$ cat src/rtl/dac_pkg.sv
package dac_pkg;
  typedef enum logic {
    GAIN_PER_CH = 1'b0,
    GAIN_SHARED = 1'b1
  } gain_mode_e;
endpackage

$ cat src/rtl/dac_edge_det.sv
module dac_edge_det (
  input  logic clk,
  input  logic rst_n,
  input  logic sig,
  output logic rise,
  output logic fall
);
  logic sig_q;

  always_ff @(posedge clk or negedge rst_n) begin
    if (!rst_n) sig_q <= 1'b0;
    else        sig_q <= sig;
  end

  assign rise = sig & ~sig_q;
  assign fall = ~sig & sig_q;
endmodule

$ cat src/rtl/dac_chan_latch.sv
module dac_chan_latch #(
  parameter int DATA_W = 14
) (
  input  logic              clk,
  input  logic              rst_n,
  input  logic              pd,
  input  logic [DATA_W-1:0] data,
  input  logic              wrt,
  input  logic              upd,
  output logic [DATA_W-1:0] code,
  output logic              seq_err
);
  logic w_rise, w_fall, u_rise, u_fall;
  logic [DATA_W-1:0] in_q, stage_q, conv_q;
  logic pend_q, err_q;

  dac_edge_det u_wrt_edge (.clk(clk), .rst_n(rst_n), .sig(wrt), .rise(w_rise), .fall(w_fall));
  dac_edge_det u_upd_edge (.clk(clk), .rst_n(rst_n), .sig(upd), .rise(u_rise), .fall(u_fall));

  // Two latch stages plus converter latch; all frozen while powered down.
  always_ff @(posedge clk or negedge rst_n) begin
    if (!rst_n) begin
      in_q    <= '0;
      stage_q <= '0;
      conv_q  <= '0;
    end else if (!pd) begin
      if (w_rise) in_q    <= data;
      if (w_fall) stage_q <= in_q;
      if (u_rise) conv_q  <= stage_q;
    end
  end

  // Strobe rose without its update clock: flag if the update rises next cycle.
  always_ff @(posedge clk or negedge rst_n) begin
    if (!rst_n) begin
      pend_q <= 1'b0;
      err_q  <= 1'b0;
    end else begin
      pend_q <= w_rise & ~u_rise & ~pd;
      err_q  <= pend_q & u_rise & ~pd;
    end
  end

  assign code    = conv_q;
  assign seq_err = err_q;

  AST_INLATCH_HOLD: assert property (@(posedge clk) disable iff (!rst_n)
    !(w_rise && !pd) |=> $stable(in_q));
  AST_STAGE_HOLD: assert property (@(posedge clk) disable iff (!rst_n)
    !(w_fall && !pd) |=> $stable(stage_q));
  AST_UPD_FALL_QUIET: assert property (@(posedge clk) disable iff (!rst_n)
    u_fall |=> $stable(conv_q));
  AST_PD_FREEZE: assert property (@(posedge clk) disable iff (!rst_n)
    pd |=> $stable(conv_q) && $stable(in_q) && $stable(stage_q));
  AST_ERR_ONE_CYCLE: assert property (@(posedge clk) disable iff (!rst_n)
    seq_err |=> !seq_err);
endmodule

$ cat src/rtl/dac_gain_sel.sv
module dac_gain_sel
  import dac_pkg::*;
#(
  parameter int NCH  = 2,
  parameter int FS_W = 8
) (
  input  gain_mode_e                mode,
  input  logic [NCH-1:0][FS_W-1:0]  fs_set,
  output logic [NCH-1:0][FS_W-1:0]  fs_eff
);
  for (genvar i = 0; i < NCH; i++) begin : g_fs
    if (i == 0) begin : g_lead
      assign fs_eff[i] = fs_set[0];
    end else begin : g_follow
      assign fs_eff[i] = (mode == GAIN_SHARED) ? fs_set[0] : fs_set[i];
    end
  end
endmodule

$ cat src/rtl/twin_dac_ingress.sv
module twin_dac_ingress
  import dac_pkg::*;
#(
  parameter int NCH    = 2,
  parameter int DATA_W = 14,
  parameter int FS_W   = 8
) (
  input  logic                      clk,
  input  logic                      rst_n,
  input  logic [NCH-1:0][DATA_W-1:0] ch_data,
  input  logic [NCH-1:0]            ch_wrt,
  input  logic [NCH-1:0]            ch_upd,
  input  logic                      pwr_down,
  input  logic                      gain_shared,
  input  logic [NCH-1:0][FS_W-1:0]  fs_set,
  output logic [NCH-1:0][DATA_W-1:0] code_out,
  output logic [NCH-1:0][DATA_W-1:0] code_cmp,
  output logic [NCH-1:0]            code_vld,
  output logic [NCH-1:0]            seq_err,
  output logic [NCH-1:0][FS_W-1:0]  fs_eff
);
  localparam logic [DATA_W-1:0] FULL_CODE = {DATA_W{1'b1}};

  for (genvar c = 0; c < NCH; c++) begin : g_ch
    dac_chan_latch #(.DATA_W(DATA_W)) u_chan (
      .clk     (clk),
      .rst_n   (rst_n),
      .pd      (pwr_down),
      .data    (ch_data[c]),
      .wrt     (ch_wrt[c]),
      .upd     (ch_upd[c]),
      .code    (code_out[c]),
      .seq_err (seq_err[c])
    );
    assign code_cmp[c] = FULL_CODE - code_out[c];
    assign code_vld[c] = ~pwr_down;

    AST_NO_ERR_IN_PD: assert property (@(posedge clk) disable iff (!rst_n)
      $past(pwr_down) |-> !seq_err[c]);
  end

  dac_gain_sel #(.NCH(NCH), .FS_W(FS_W)) u_gain (
    .mode   (gain_mode_e'(gain_shared)),
    .fs_set (fs_set),
    .fs_eff (fs_eff)
  );
endmodule

$ cat config.mk
export PLATFORM = sky130hd
export DESIGN_NAME = twin_dac_ingress
export DESIGN_NICKNAME = d
export VERILOG_FILES = /design/src/rtl/dac_pkg.sv /design/src/rtl/dac_edge_det.sv /design/src/rtl/dac_chan_latch.sv /design/src/rtl/dac_gain_sel.sv /design/src/rtl/twin_dac_ingress.sv
export SDC_FILE = /design/constraint.sdc
export NUM_CORES = 1
export LEC_CHECK = 0
export BUFFER_PORTS_ARGS = -buffer_cell sky130_fd_sc_hd__clkbuf_2
export CORE_MARGIN = 4
export CORE_UTILIZATION = 50
export DETAILED_ROUTE_END_ITERATION = 16
export GPL_TIMING_DRIVEN = 0
export PLACE_DENSITY = 0.9
export SLEW_MARGIN = 20
export SYNTH_ARGS = -nofsm -noshare
export SYNTH_HDL_FRONTEND = slang
export SYNTH_SLANG_ARGS = --single-unit
$ cat constraint.sdc
create_clock -name clk -period 2.8 [get_ports clk]
set_clock_uncertainty 0.15 [all_clocks]
set_input_delay 0.14 -clock clk [delete_from_list [all_inputs] [get_ports clk]]
set_output_delay 0.14 -clock clk [all_outputs]
set_load 0.1 [all_outputs]
**Yosys cells after proc, flatten, opt, wreduce, memory -nomap -nowiden**

Cells that the tools add are included.

- Multiplexer cells: 1
- Reductions and logical operators: 6
- $add $sub $neg: 2
- Bitwise operators: 23

Operator list:

| cell | number |
|---|---|
| $sub 14x14->14 const A | 2 |
| $and 1x1->1 | 14 |
| $reduce_and 2->1 | 6 |
| $not 1->1 | 9 |
| $mux 8 | 1 |

- Output and inout bits: 76
- Register bits: 92
- Bits of input ports: 52
- Word-level logic and storage cells: 46

**Longest topological paths before layout**

- Word-level depth: 5
- Gate-level depth with buffers: 4
- Depth with buffers taken out: 2

**By module**

A second synthesis with hierarchy kept.

- Cell total of the unflattened synthesis: 255
- Area, all modules: 3978.8 µm²

Modules (own cells, without submodules):

| module | area an instance (µm²) | cells each | times used |
|---|---|---|---|
| dac_chan_latch | 1755.4 | 98 | 2 |
| dac_gain_sel | 191.4 | 17 | 1 |
| dac_edge_det | 40.0 | 3 | 4 |
| twin_dac_ingress | 116.4 | 30 | 1 |

**Worst setup path before layout**

OpenSTA, ideal clock, no wires.

- Kind: flip-flop to output port
- From: register g_ch[0].u_chan.conv_q[10]
- To: output code_cmp[10] in the netlist's numbering
- Buffers on the path: 0
- Stages on the path, launching flop included: 2
- Slack: 0.928 ns
- Data arrival time: 1.582 ns
- Cell sequence: dfrtp_1 inv_1

RTL lines:

| element | line | RTL |
|---|---|---|
| start: declaration | dac_chan_latch.sv:14 | `logic [DATA_W-1:0] in_q, stage_q, conv_q;` |
| start signal: assignment | dac_chan_latch.sv:29 | `if (u_rise) conv_q <= stage_q;` |
| end: declaration | twin_dac_ingress.sv:17 | `output logic [NCH-1:0][DATA_W-1:0] code_cmp,` |

**Worst setup path in the final report**

- From: input ch_wrt[0]
- To: register g_ch[0].u_chan.in_q[5]

- Word-level cells in the longest chain between the ends: 2

RTL lines:

| element | line | RTL |
|---|---|---|
| start: declaration | twin_dac_ingress.sv:11 | `input logic [NCH-1:0] ch_wrt,` |
| $and 1x1->1 | dac_edge_det.sv:15 | `assign rise = sig & ~sig_q;` |
| $reduce_and 2->1 (no source line) | -- |  |
| end signal: assignment | dac_chan_latch.sv:27 | `if (w_rise) in_q <= data;` |
| end: declaration | dac_chan_latch.sv:14 |  |

Every way passes these cells.
A chain may end at the register's enable or synchronous reset.

==> results.json <==
{
  "critPathMaxFanout": 10,
  "portBuffers": 125,
  "route.vias.total": 2442,
  "post-place-ws_ps": 1194,
  "diodes": 0,
  "fillers": 542,
  "setup_viol": 0,
  "period_share_pct": 60.19,
  "core-area_sq_mm": 0.007687,
  "yosysSeqAreaShare_pct": 58.58,
  "antenna_found_initial": 0,
  "die_width_um": 96.66,
  "cts_tree": "built",
  "grt_overflow": 0,
  "place_congestion": 0.7366,
  "routed_wl_um": 7781,
  "die-area_sq_mm": 0.009342,
  "avgRoutedWirePerCell_um": 14.99,
  "die_height_um": 96.66,
  "crit_path_end_kind": "register",
  "critPathArrivalTime_ps": 1760,
  "postCtsHoldBufs": 33,
  "synth_cell_types": 11,
  "grt_pass1_wl_um": 13410,
  "crit_path_cell_trace": "dlygate4sd3_1, clkbuf_2, nor3b_4, buf_12, mux2_4",
  "grt_use_total_pct": 17.66,
  "slew_violations": 0,
  "fmax_mhz": 593.3,
  "root_buffer": "clkbuf_8",
  "path_class": "input pin to register",
  "grt_pass1_vias": 2637,
  "mostFrequentLayoutCells": "124 x clkbuf_2, 92 x dfrtp_1, 56 x mux2_2, 36 x mux2_4, 33 x dlygate4sd3_1",
  "syn_avg_cell_area_sq_um": 16.11,
  "cts.sinks": 92,
  "final_common_cell": "clkbuf_2",
  "crit_required_ps": 2870,
  "drt_iter0_drc": 47,
  "hold_violations": 0,
  "worst_slack_ps": 1115,
  "multiInputGateArea_sq_mm": 0.001311,
  "final_layout_size_suffix_gt1_share_pct": 61.15,
  "num-nets-final": 465,
  "start_kind": "input pin",
  "worst_slew_pin_slew_ps": 697.6,
  "fin_area_sq_mm": 0.005261,
  "path_clk_slew_ps": 80,
  "synth_top_family_by_area": "multiplexers",
  "synth-simple-area-share_pct": 3.184,
  "holdCritPathClass": "input pin to register",
  "cts_made_buffers": 9,
  "synth_xor_area_share_pct": 0,
  "rsz0062_at_grt": "false",
  "crit_slowest_cell": "dlygate4sd3_1",
  "register_area_sq_mm": 0.002302,
  "rows": 32,
  "clockBufferDepth": 2,
  "placed_area_sq_mm": 0.004692,
  "viasPerCell": 4.705,
  "initial_core_util_pct": 51.12,
  "htreeDepth": 3,
  "drcViolationCount": 0,
  "cap_violations": 0,
  "synth_seq_cells": 92,
  "yosys_warnings": 0,
  "grt_start_max_net_pins": 93,
  "cts_resized": 0,
  "outcome": "finished, final reports clean",
  "tns_ps": 0,
  "timing.critical_path.max_delay_family": "buffers and inverters",
  "min_period_ps": 1685,
  "netlist_area_sq_mm": 0.003930,
  "postCtsSetupBuffers": 0,
  "io-pin-count": 128,
  "synth_mux_area_share_pct": 29.80,
  "dpl.hpwl_um": 5246,
  "synth-adder-area-share_pct": 0,
  "synth_cells": 244,
  "synthToLayoutAreaGrowth_pct": 33.87,
  "clock_latency_ps": 340,
  "synth_compound_area_share_pct": 0.3820,
  "cpPeakStageDelay_ps": 530,
  "first_pass_iters": 3,
  "relSlewSlack_pct": 53.49,
  "antenna_left": 0,
  "critPathBufInv": 3,
  "syn_nets": 296
}
-- synth_stat cells --
master    number  area [sq um]
mux2_4        36         540.5
buf_12         4         80.08
buf_6          3         33.78
dfrtp_1       92          2302
buf_4         11         82.58
mux2_2        56         630.6
and2_1         2         12.51
clkbuf_1       1         3.750
a21boi_1       2         15.01
nor3b_4        6         112.6
inv_1         31         116.4
-- cell families (layout without fill, tap and decap cells) --
logic type | count (synthesis) | count (layout)
muxes | 92 | 92
and+or+nand+nor | 8 | 8
DFF | 92 | 92
buffers and inverters | 50 | 223
AOI/OAI and AO/OA | 2 | 2
-- stage by stage --
stage	hold slack, ps	instances	util, %
2_1_floorplan	-305.6	244	-
3_3_place_gp	143.2	471	60.92
3_5_place_dp	101.6	471	61.04
4_1_cts	127.3	519	68.44
5_1_grt	135.4	519	68.44
6_report	145.1	519	68.44
-- tightest hold or removal path: cells and delay by family --
kind          cells  cell delay (ps)
simple gates      1               90
buf+inv           1              150
mux               1              220
-- registers in the layout, indices dropped and copies added (netlist names) --
name	cells
g_ch.u_chan.in_q	28
g_ch.u_chan.pend_q	2
g_ch.u_chan.u_wrt_edge.sig_q	2
g_ch.u_chan.seq_err	2
g_ch.u_chan.u_upd_edge.sig_q	2
g_ch.u_chan.stage_q	28
g_ch.u_chan.code	28
-- worst paths after layout --
path / to / start / slack [ps] / cells after the start
min in group asynchronous: g_ch[1].u_chan.stage_q[9] / rst_n / 260 / 2
worst min register to register: g_ch[0].u_chan.seq_err / g_ch[0].u_chan.pend_q / 300 / 1
worst min-delay path: g_ch[1].u_chan.stage_q[13] / pwr_down / 150 / 3
max in group asynchronous: g_ch[0].u_chan.pend_q / rst_n / 1740 / 2
worst max-delay path: g_ch[0].u_chan.in_q[5] / ch_wrt[0] / 1110 / 5
worst max register to register: g_ch[1].u_chan.in_q[9] / g_ch[1].u_chan.u_wrt_edge.sig_q / 1200 / 3
-- cell type report --
class | count | area share [%]
well taps | 102 | 2.426
flip-flops and latches | 92 | 43.76
plain buffers | 19 | 3.805
clock inverters | 4 | 1.855
clock buffers | 11 | 2.687
inverters | 31 | 2.212
repair buffers | 158 | 18.34
multi-input cells | 102 | 24.92
-- per-layer routing --
layer	share of wire (%)	GRT usage, %	vias up
met4	1.6	6.587	0
met1	40	21.43	1215
met2	53	30.68	79
met3	5.6	4.037	8
li1	-	-	1140
met5	0	0	-
Power is not shown: default switching activity piles up to over one toggle a cycle in this logic, so the estimate is an artifact.
